## src/rtl/hcirq_pkg.sv

```systemverilog
package hcirq_pkg;
  localparam int DATA_W    = 16;
  localparam int REG_CMD   = 0;
  localparam int REG_STS   = 1;
  localparam int REG_IEN   = 2;
  localparam int REG_PORT0 = 3;

  localparam int CMD_RUN   = 0;
  localparam int CMD_GSUSP = 1;

  localparam int STS_RSM   = 0;
  localparam int STS_SYS   = 1;
  localparam int STS_PROC  = 2;
  localparam int STS_HALT  = 3;
  localparam int STS_WAKE  = 4;

  localparam int IEN_RSM   = 0;

  localparam int PRT_EN    = 0;
  localparam int PRT_RSM   = 1;
  localparam int PRT_LS    = 2;
  localparam int PRT_SUSP  = 3;

  localparam logic [3:0] PID_OUT   = 4'h1;
  localparam logic [3:0] PID_IN    = 4'h9;
  localparam logic [3:0] PID_SETUP = 4'hD;
endpackage

```

## src/rtl/hcirq_desc_check.sv

```systemverilog
module hcirq_desc_check
  import hcirq_pkg::*;
#(
  parameter int LEN_W   = 11,
  parameter int MAX_LEN = 1280
) (
  input  logic             chk_valid,
  input  logic [7:0]       chk_pid,
  input  logic [LEN_W-1:0] chk_maxlen,
  output logic             fault
);
  logic pid_ok;
  logic len_ok;

  always_comb begin
    pid_ok = (chk_pid[7:4] == ~chk_pid[3:0]) &&
             (chk_pid[3:0] inside {PID_OUT, PID_IN, PID_SETUP});
    len_ok = chk_maxlen < LEN_W'(MAX_LEN);
    fault  = chk_valid && !(pid_ok && len_ok);
  end
endmodule

```

## src/rtl/hcirq_status.sv

```systemverilog
module hcirq_status
  import hcirq_pkg::*;
(
  input  logic              clk,
  input  logic              rst,
  input  logic              proc_fault,
  input  logic              bus_err,
  input  logic              frame_end,
  input  logic              wr_cmd,
  input  logic              wr_sts,
  input  logic              wr_ien,
  input  logic [DATA_W-1:0] wr_data,
  input  logic              resume_sts,
  output logic              run,
  output logic              halted,
  output logic              syserr,
  output logic              procerr,
  output logic              resume_en,
  output logic              irq
);
  logic run_n, halt_n, sys_n, proc_n;

  always_comb begin
    run_n  = run;
    halt_n = halted;
    if (frame_end && !run) halt_n = 1'b1;
    if (wr_cmd) begin
      run_n = wr_data[CMD_RUN];
      if (wr_data[CMD_RUN]) halt_n = 1'b0;
    end
    if (bus_err) run_n = 1'b0;
    if (proc_fault) begin
      run_n  = 1'b0;
      halt_n = 1'b1;
    end
    sys_n  = (syserr  && !(wr_sts && wr_data[STS_SYS]))  || bus_err;
    proc_n = (procerr && !(wr_sts && wr_data[STS_PROC])) || proc_fault;
  end

  always_ff @(posedge clk) begin
    if (rst) begin
      run       <= 1'b0;
      halted    <= 1'b1;
      syserr    <= 1'b0;
      procerr   <= 1'b0;
      resume_en <= 1'b0;
      irq       <= 1'b0;
    end else begin
      run     <= run_n;
      halted  <= halt_n;
      syserr  <= sys_n;
      procerr <= proc_n;
      if (wr_ien) resume_en <= wr_data[IEN_RSM];
      irq <= syserr || procerr || (resume_sts && resume_en);
    end
  end

  // a descriptor fault stops and halts at once
  p_proc_halt_r2: assert property (@(posedge clk) disable iff (rst)
    proc_fault |=> (halted && !run && procerr));
  // a bus fault removes run
  p_bus_stop_r3: assert property (@(posedge clk) disable iff (rst)
    bus_err |=> (!run && syserr));
  // unmaskable sources reach the line
  p_unmasked_r4: assert property (@(posedge clk) disable iff (rst)
    (syserr || procerr) |=> irq);
  // masked resume stays silent
  p_resume_mask_r5: assert property (@(posedge clk) disable iff (rst)
    (!resume_en && !syserr && !procerr) |=> !irq);
  // idle frame end sets halted
  p_frame_halt_r7: assert property (@(posedge clk) disable iff (rst)
    (frame_end && !run && !(wr_cmd && wr_data[CMD_RUN])) |=> halted);
endmodule

```

## src/rtl/hcirq_retained.sv

```systemverilog
module hcirq_retained
  import hcirq_pkg::*;
#(
  parameter int NPORT = 2
) (
  input  logic              clk,
  input  logic              pwr_rst,
  input  logic              wr_cmd,
  input  logic              wr_sts,
  input  logic [NPORT-1:0]  wr_port,
  input  logic [DATA_W-1:0] wr_data,
  input  logic              resume_in,
  input  logic [NPORT-1:0]  port_resume,
  input  logic [NPORT-1:0]  port_ls,
  input  logic              wake_en,
  output logic              gsusp,
  output logic              resume_sts,
  output logic              wake_sts,
  output logic              wake_req,
  output logic [NPORT-1:0]  port_en,
  output logic [NPORT-1:0]  port_rsm,
  output logic [NPORT-1:0]  port_lsp,
  output logic [NPORT-1:0]  port_susp
);
  always_ff @(posedge clk) begin
    if (pwr_rst) begin
      gsusp      <= 1'b0;
      resume_sts <= 1'b0;
      wake_sts   <= 1'b0;
      wake_req   <= 1'b0;
    end else begin
      if (wr_cmd) gsusp <= wr_data[CMD_GSUSP];
      resume_sts <= (resume_sts && !(wr_sts && wr_data[STS_RSM])) ||
                    (resume_in && gsusp);
      wake_sts   <= (wake_sts && !(wr_sts && wr_data[STS_WAKE])) ||
                    (|port_resume);
      wake_req   <= wake_sts && wake_en;
    end
  end

  for (genvar p = 0; p < NPORT; p++) begin : g_port
    always_ff @(posedge clk) begin
      if (pwr_rst) begin
        port_en[p]   <= 1'b0;
        port_rsm[p]  <= 1'b0;
        port_lsp[p]  <= 1'b0;
        port_susp[p] <= 1'b0;
      end else begin
        if (wr_port[p]) begin
          port_en[p]   <= wr_data[PRT_EN];
          port_susp[p] <= wr_data[PRT_SUSP];
        end
        port_rsm[p] <= (port_rsm[p] && !(wr_port[p] && wr_data[PRT_RSM])) ||
                       port_resume[p];
        if (!port_susp[p]) port_lsp[p] <= port_ls[p];
      end
    end

    // port resume is recorded on the port
    p_port_rsm_r9: assert property (@(posedge clk) disable iff (pwr_rst)
      port_resume[p] |=> port_rsm[p]);
  end

  // any port resume raises the wake flag
  p_wake_set_r9: assert property (@(posedge clk) disable iff (pwr_rst)
    (|port_resume) |=> wake_sts);
  // resume during global suspend is recorded
  p_resume_set_r5: assert property (@(posedge clk) disable iff (pwr_rst)
    (resume_in && gsusp) |=> resume_sts);
endmodule

```

## src/rtl/usb_hc_irq_core.sv

```systemverilog
module usb_hc_irq_core
  import hcirq_pkg::*;
#(
  parameter int NPORT   = 2,
  parameter int LEN_W   = 11,
  parameter int MAX_LEN = 1280,
  parameter int ADDR_W  = $clog2(REG_PORT0 + NPORT)
) (
  input  logic              clk,
  input  logic              rst,
  input  logic              pwr_rst,
  input  logic              chk_valid,
  input  logic [7:0]        chk_pid,
  input  logic [LEN_W-1:0]  chk_maxlen,
  input  logic              bus_parity_err,
  input  logic              bus_master_abort,
  input  logic              bus_target_abort,
  input  logic              resume_in,
  input  logic              frame_end,
  input  logic [NPORT-1:0]  port_resume,
  input  logic [NPORT-1:0]  port_ls,
  input  logic              wake_en,
  input  logic [ADDR_W-1:0] reg_addr,
  input  logic              reg_wr,
  input  logic [DATA_W-1:0] reg_wdata,
  output logic [DATA_W-1:0] reg_rdata,
  output logic              run_stop,
  output logic              halted,
  output logic              gsusp,
  output logic              irq,
  output logic              wake_req
);
  logic main_rst;
  logic proc_fault, bus_err;
  logic wr_cmd, wr_sts, wr_ien;
  logic [NPORT-1:0] wr_port;
  logic syserr, procerr, resume_en, resume_sts, wake_sts;
  logic [NPORT-1:0] port_en, port_rsm, port_lsp, port_susp;
  logic [DATA_W-1:0] rd_n;

  assign main_rst = rst || pwr_rst;
  assign bus_err  = bus_parity_err || bus_master_abort || bus_target_abort;
  assign wr_cmd   = reg_wr && (reg_addr == ADDR_W'(REG_CMD));
  assign wr_sts   = reg_wr && (reg_addr == ADDR_W'(REG_STS));
  assign wr_ien   = reg_wr && (reg_addr == ADDR_W'(REG_IEN));

  for (genvar p = 0; p < NPORT; p++) begin : g_wdec
    assign wr_port[p] = reg_wr && (reg_addr == ADDR_W'(REG_PORT0 + p));
  end

  hcirq_desc_check #(.LEN_W(LEN_W), .MAX_LEN(MAX_LEN)) u_chk (
    .chk_valid  (chk_valid),
    .chk_pid    (chk_pid),
    .chk_maxlen (chk_maxlen),
    .fault      (proc_fault)
  );

  hcirq_status u_sts (
    .clk        (clk),
    .rst        (main_rst),
    .proc_fault (proc_fault),
    .bus_err    (bus_err),
    .frame_end  (frame_end),
    .wr_cmd     (wr_cmd),
    .wr_sts     (wr_sts),
    .wr_ien     (wr_ien),
    .wr_data    (reg_wdata),
    .resume_sts (resume_sts),
    .run        (run_stop),
    .halted     (halted),
    .syserr     (syserr),
    .procerr    (procerr),
    .resume_en  (resume_en),
    .irq        (irq)
  );

  hcirq_retained #(.NPORT(NPORT)) u_ret (
    .clk         (clk),
    .pwr_rst     (pwr_rst),
    .wr_cmd      (wr_cmd),
    .wr_sts      (wr_sts),
    .wr_port     (wr_port),
    .wr_data     (reg_wdata),
    .resume_in   (resume_in),
    .port_resume (port_resume),
    .port_ls     (port_ls),
    .wake_en     (wake_en),
    .gsusp       (gsusp),
    .resume_sts  (resume_sts),
    .wake_sts    (wake_sts),
    .wake_req    (wake_req),
    .port_en     (port_en),
    .port_rsm    (port_rsm),
    .port_lsp    (port_lsp),
    .port_susp   (port_susp)
  );

  always_comb begin
    rd_n = '0;
    if (reg_addr == ADDR_W'(REG_CMD)) begin
      rd_n[CMD_RUN]   = run_stop;
      rd_n[CMD_GSUSP] = gsusp;
    end else if (reg_addr == ADDR_W'(REG_STS)) begin
      rd_n[STS_RSM]  = resume_sts;
      rd_n[STS_SYS]  = syserr;
      rd_n[STS_PROC] = procerr;
      rd_n[STS_HALT] = halted;
      rd_n[STS_WAKE] = wake_sts;
    end else if (reg_addr == ADDR_W'(REG_IEN)) begin
      rd_n[IEN_RSM] = resume_en;
    end
    for (int p = 0; p < NPORT; p++) begin
      if (reg_addr == ADDR_W'(REG_PORT0 + p)) begin
        rd_n[PRT_EN]   = port_en[p];
        rd_n[PRT_RSM]  = port_rsm[p];
        rd_n[PRT_LS]   = port_lsp[p];
        rd_n[PRT_SUSP] = port_susp[p];
      end
    end
  end

  always_ff @(posedge clk) begin
    if (main_rst) reg_rdata <= '0;
    else          reg_rdata <= rd_n;
  end
endmodule

```

## config.mk

```make
export PLATFORM = sky130hd
export DESIGN_NAME = usb_hc_irq_core
export DESIGN_NICKNAME = d
export VERILOG_FILES = /design/src/rtl/hcirq_pkg.sv /design/src/rtl/hcirq_desc_check.sv /design/src/rtl/hcirq_status.sv /design/src/rtl/hcirq_retained.sv /design/src/rtl/usb_hc_irq_core.sv
export SDC_FILE = /design/constraint.sdc
export NUM_CORES = 1
export LEC_CHECK = 0
export BUFFER_PORTS_ARGS = -buffer_cell sky130_fd_sc_hd__clkbuf_2
export CAP_MARGIN = 30
export CELL_PAD_IN_SITES_DETAIL_PLACEMENT = 0
export CELL_PAD_IN_SITES_GLOBAL_PLACEMENT = 2
export CORE_MARGIN = 4
export CORE_UTILIZATION = 19
export CTS_CLUSTER_SIZE = 8
export DETAILED_ROUTE_END_ITERATION = 7
export HOLD_SLACK_MARGIN = 0.03
export PLACE_DENSITY = 0.82
export SLEW_MARGIN = 20
export SYNTH_ARGS = -nofsm -noshare
export SYNTH_HDL_FRONTEND = slang
export SYNTH_SLANG_ARGS = --single-unit
```

## constraint.sdc

```tcl
create_clock -name clk -period 1.26 [get_ports clk]
set_input_delay 0.126 -clock clk [delete_from_list [all_inputs] [get_ports clk]]
set_output_delay 0.126 -clock clk [all_outputs]
set_load 0.005 [all_outputs]
```

==> results.toml <==
[synth]
yosys_warnings = 0
avgSynthCellArea_um2 = 9.09
synth_edf_count = 0
synth_top_flop_cell = "dfxtp_1"
ys_ff_latch = 23
ys_seq_area_share_pct = 41.2
synthArstFlopShare_pct = 0
synthCells = 123
synthDistinctLibCells = 32
syn_area_mm2 = 0.00112

[worst_setup_path]
cp-start-kind = "register"
worst_path_max_delay_cell = "mux4_1"
crit_required_ns = 1.43
cp-end-kind = "register"
cpPeakStageDelay_ns = 0.49
reg2reg_depth = 3
r2r-end = "reg_rdata[0]"
path_cells = "mux4_1 -> nand2b_1 -> a21oi_1"
critPathKind = "reg2reg"
crit_path_start = "u_sts.run"
critPathMaxFanout = 4
worstPathArrival_ns = 1.25
reg2reg_slack_ns = 0.17
r2r_start = "u_sts.run"

[min_path]
hp-start = "wake_en"
hp-class = "in2reg"
worstHoldPathCells = 3
hold_path_end = "u_ret.wake_req"

[global_routing]
grt_pass1_vias = 1102
grt-busiest-layer = "met2"
antenna_found_initial = 0
overflow = 0
track_usage_pct = 8.49
grt_max_degree = 14
grt_pass1_wl_mm = 4.85
grt_use_met3_pct = 2.55
grtUsageMet1_pct = 9.26
use_met2_pct = 15.0

[clock_network]
cts_buffer_depth = 2
cts-buffers-inserted = 3
cts.reportedPaths.clkPinSlew_ns = 0.08
cts_tree = "yes"
post-cts-setup-buffers = 0
cts_resized = 0
cts_sinks = 23
htree_num_levels = 1
worstSkewPairLatency_ns = 0.27
cts-root-buf = "clkbuf_8"
cts_hold_buf = 0

[finish]
final_common_cell = "clkbuf_2"
final_cell_mix = "43 x clkbuf_2, 24 x nor2_1, 23 x dfxtp_1, 11 x mux2i_1, 11 x conb_1"
fin_nets = 228
layout-drive-gt1-share_pct = 36.2
regArea_um2 = 460
post-route-util_pct = 26.0
nFillCells = 661
n_antenna_cell = 0
syn_to_final_growth_pct = 30.4
multiInputGateArea_um2 = 566

[run_status]
status = "finished, final reports clean"

[placement]
gp_congestion = 0.795
detailed_place_hpwl_mm = 2.45
numPortBuffers = 43

[floorplanning]
fp.dieH_um = 84.7
die_w_um = 84.7
dieArea_mm2 = 0.00718
core-area_mm2 = 0.00561
rows = 27
start_util_pct = 19.9
io_pins = 74

[detailed_routing]
ant_nets = 0
wl_mm = 2.92
drt_iter0_drc = 36
vias_per_cell = 4.10
via_count = 1009
dr.pass1.iters = 4
wire_per_inst_um = 11.8
drc_errors = 0

[pwr]
cellLeakagePower_uw = 0.000670
peakVddDrop_mv = 0.344
cellPowerDensity_mw_per_mm2 = 977

[job]
cap_violations = 0

[sta]
final.period_utilization_pct = 86.2
rsz0062_at_grt = "false"
setup_violations = 0
setup_tns_ns = 0
clock.fmax_mhz = 921
min_period_ns = 1.09
fin_worst_skew_ns = 0.00731
hold_violations = 0
report.final.slew_viol_count = 0
-- sequential cells by signal (all words and copies together), names as in the netlist --
register,cells
reg_rdata,5
u_ret.port_en,2
u_ret.port_lsp,2
u_ret.port_rsm,2
u_ret.port_susp,2
u_ret.gsusp,1
u_ret.resume_sts,1
u_ret.wake_req,1
u_ret.wake_sts,1
u_sts.halted,1
u_sts.irq,1
u_sts.procerr,1
u_sts.resume_en,1
u_sts.run,1
u_sts.syserr,1
-- metrics by stage --
stage	setup WS (ns)	cells	power (µW)	cell area, µm²	hold WS (ns)
CTS	0.163	246	1440	1460	0.0585
finish	0.174	246	1420	1460	0.0626
global placement	-0.0331	242	981	1410	0.340
floorplan	0.0782	133	903	1160	0.198
global route	0.0799	246	1500	1460	0.0649
detailed placement	-0.0190	242	983	1410	0.344
-- layer usage --
layer  vias to the layer above  wire [µm]
met5                         -          0
met4                         0         28
met3                         2        195
met2                        28       1450
met1                       473       1240
li1                        506          -
-- cells by family after synthesis --
kind of cell | synth area share (%)
compound gates | 10.3
flops | 41.2
other cells | 0.335
simple gates | 23.4
mux | 13.2
buf+inv | 11.6
-- power breakdown --
group / leakage (µW) / internal (µW) / switching [µW] / total, µW
combinational: 0.000460 / 101 / 102 / 202
clock: 0.0000228 / 226 / 235 / 461
sequential: 0.000188 / 749 / 12.2 / 761
-- worst max path at each step --
| stage | to | slack, ns | cells past startpoint |
|---|---|---|---|
| 2_1_floorplan | u_sts.syserr | 0.08 | 5 |
| 3_3_place_gp | u_sts.run | -0.03 | 5 |
| 3_5_place_dp | u_sts.run | -0.02 | 5 |
| 4_1_cts | reg_rdata[0] | 0.16 | 3 |
| 5_1_grt | u_sts.run | 0.08 | 3 |
| 6_report | reg_rdata[0] | 0.17 | 3 |
-- Yosys cell counts (2+ instances only) --
cell	instances	area [µm²]
nor2_1	24	90.1
nor2b_1	2	12.5
nand2b_1	4	25.0
nand3_1	3	15.0
dfxtp_1	23	460
mux2i_1	11	110
a2111oi_0	2	17.5
o21ai_0	2	10.0
a31oi_1	2	12.5
inv_1	2	7.51
clkbuf_1	2	7.51
buf_4	12	90.1
a21oi_1	6	30.0
and3_1	2	12.5
nand4_1	2	12.5
nand2_1	8	30.0
-- worst max-delay path, delay by kind of cell, from the launching register on --
family,cells,cell delay [ns]
AOI/OAI and AO/OA,1,0.06
muxes,1,0.49
and+or+nand+nor,1,0.08
DFF,1,0.36
-- final cells by class --
class | count | share of cell area (%)
clock buffers | 4 | 3.09
inverters | 2 | 0.515
multi-input cells | 92 | 38.8
flip-flops and latches | 23 | 31.6
well taps | 72 | 6.17
repair buffers | 53 | 19.9
(Power assumes the default switching activity.)
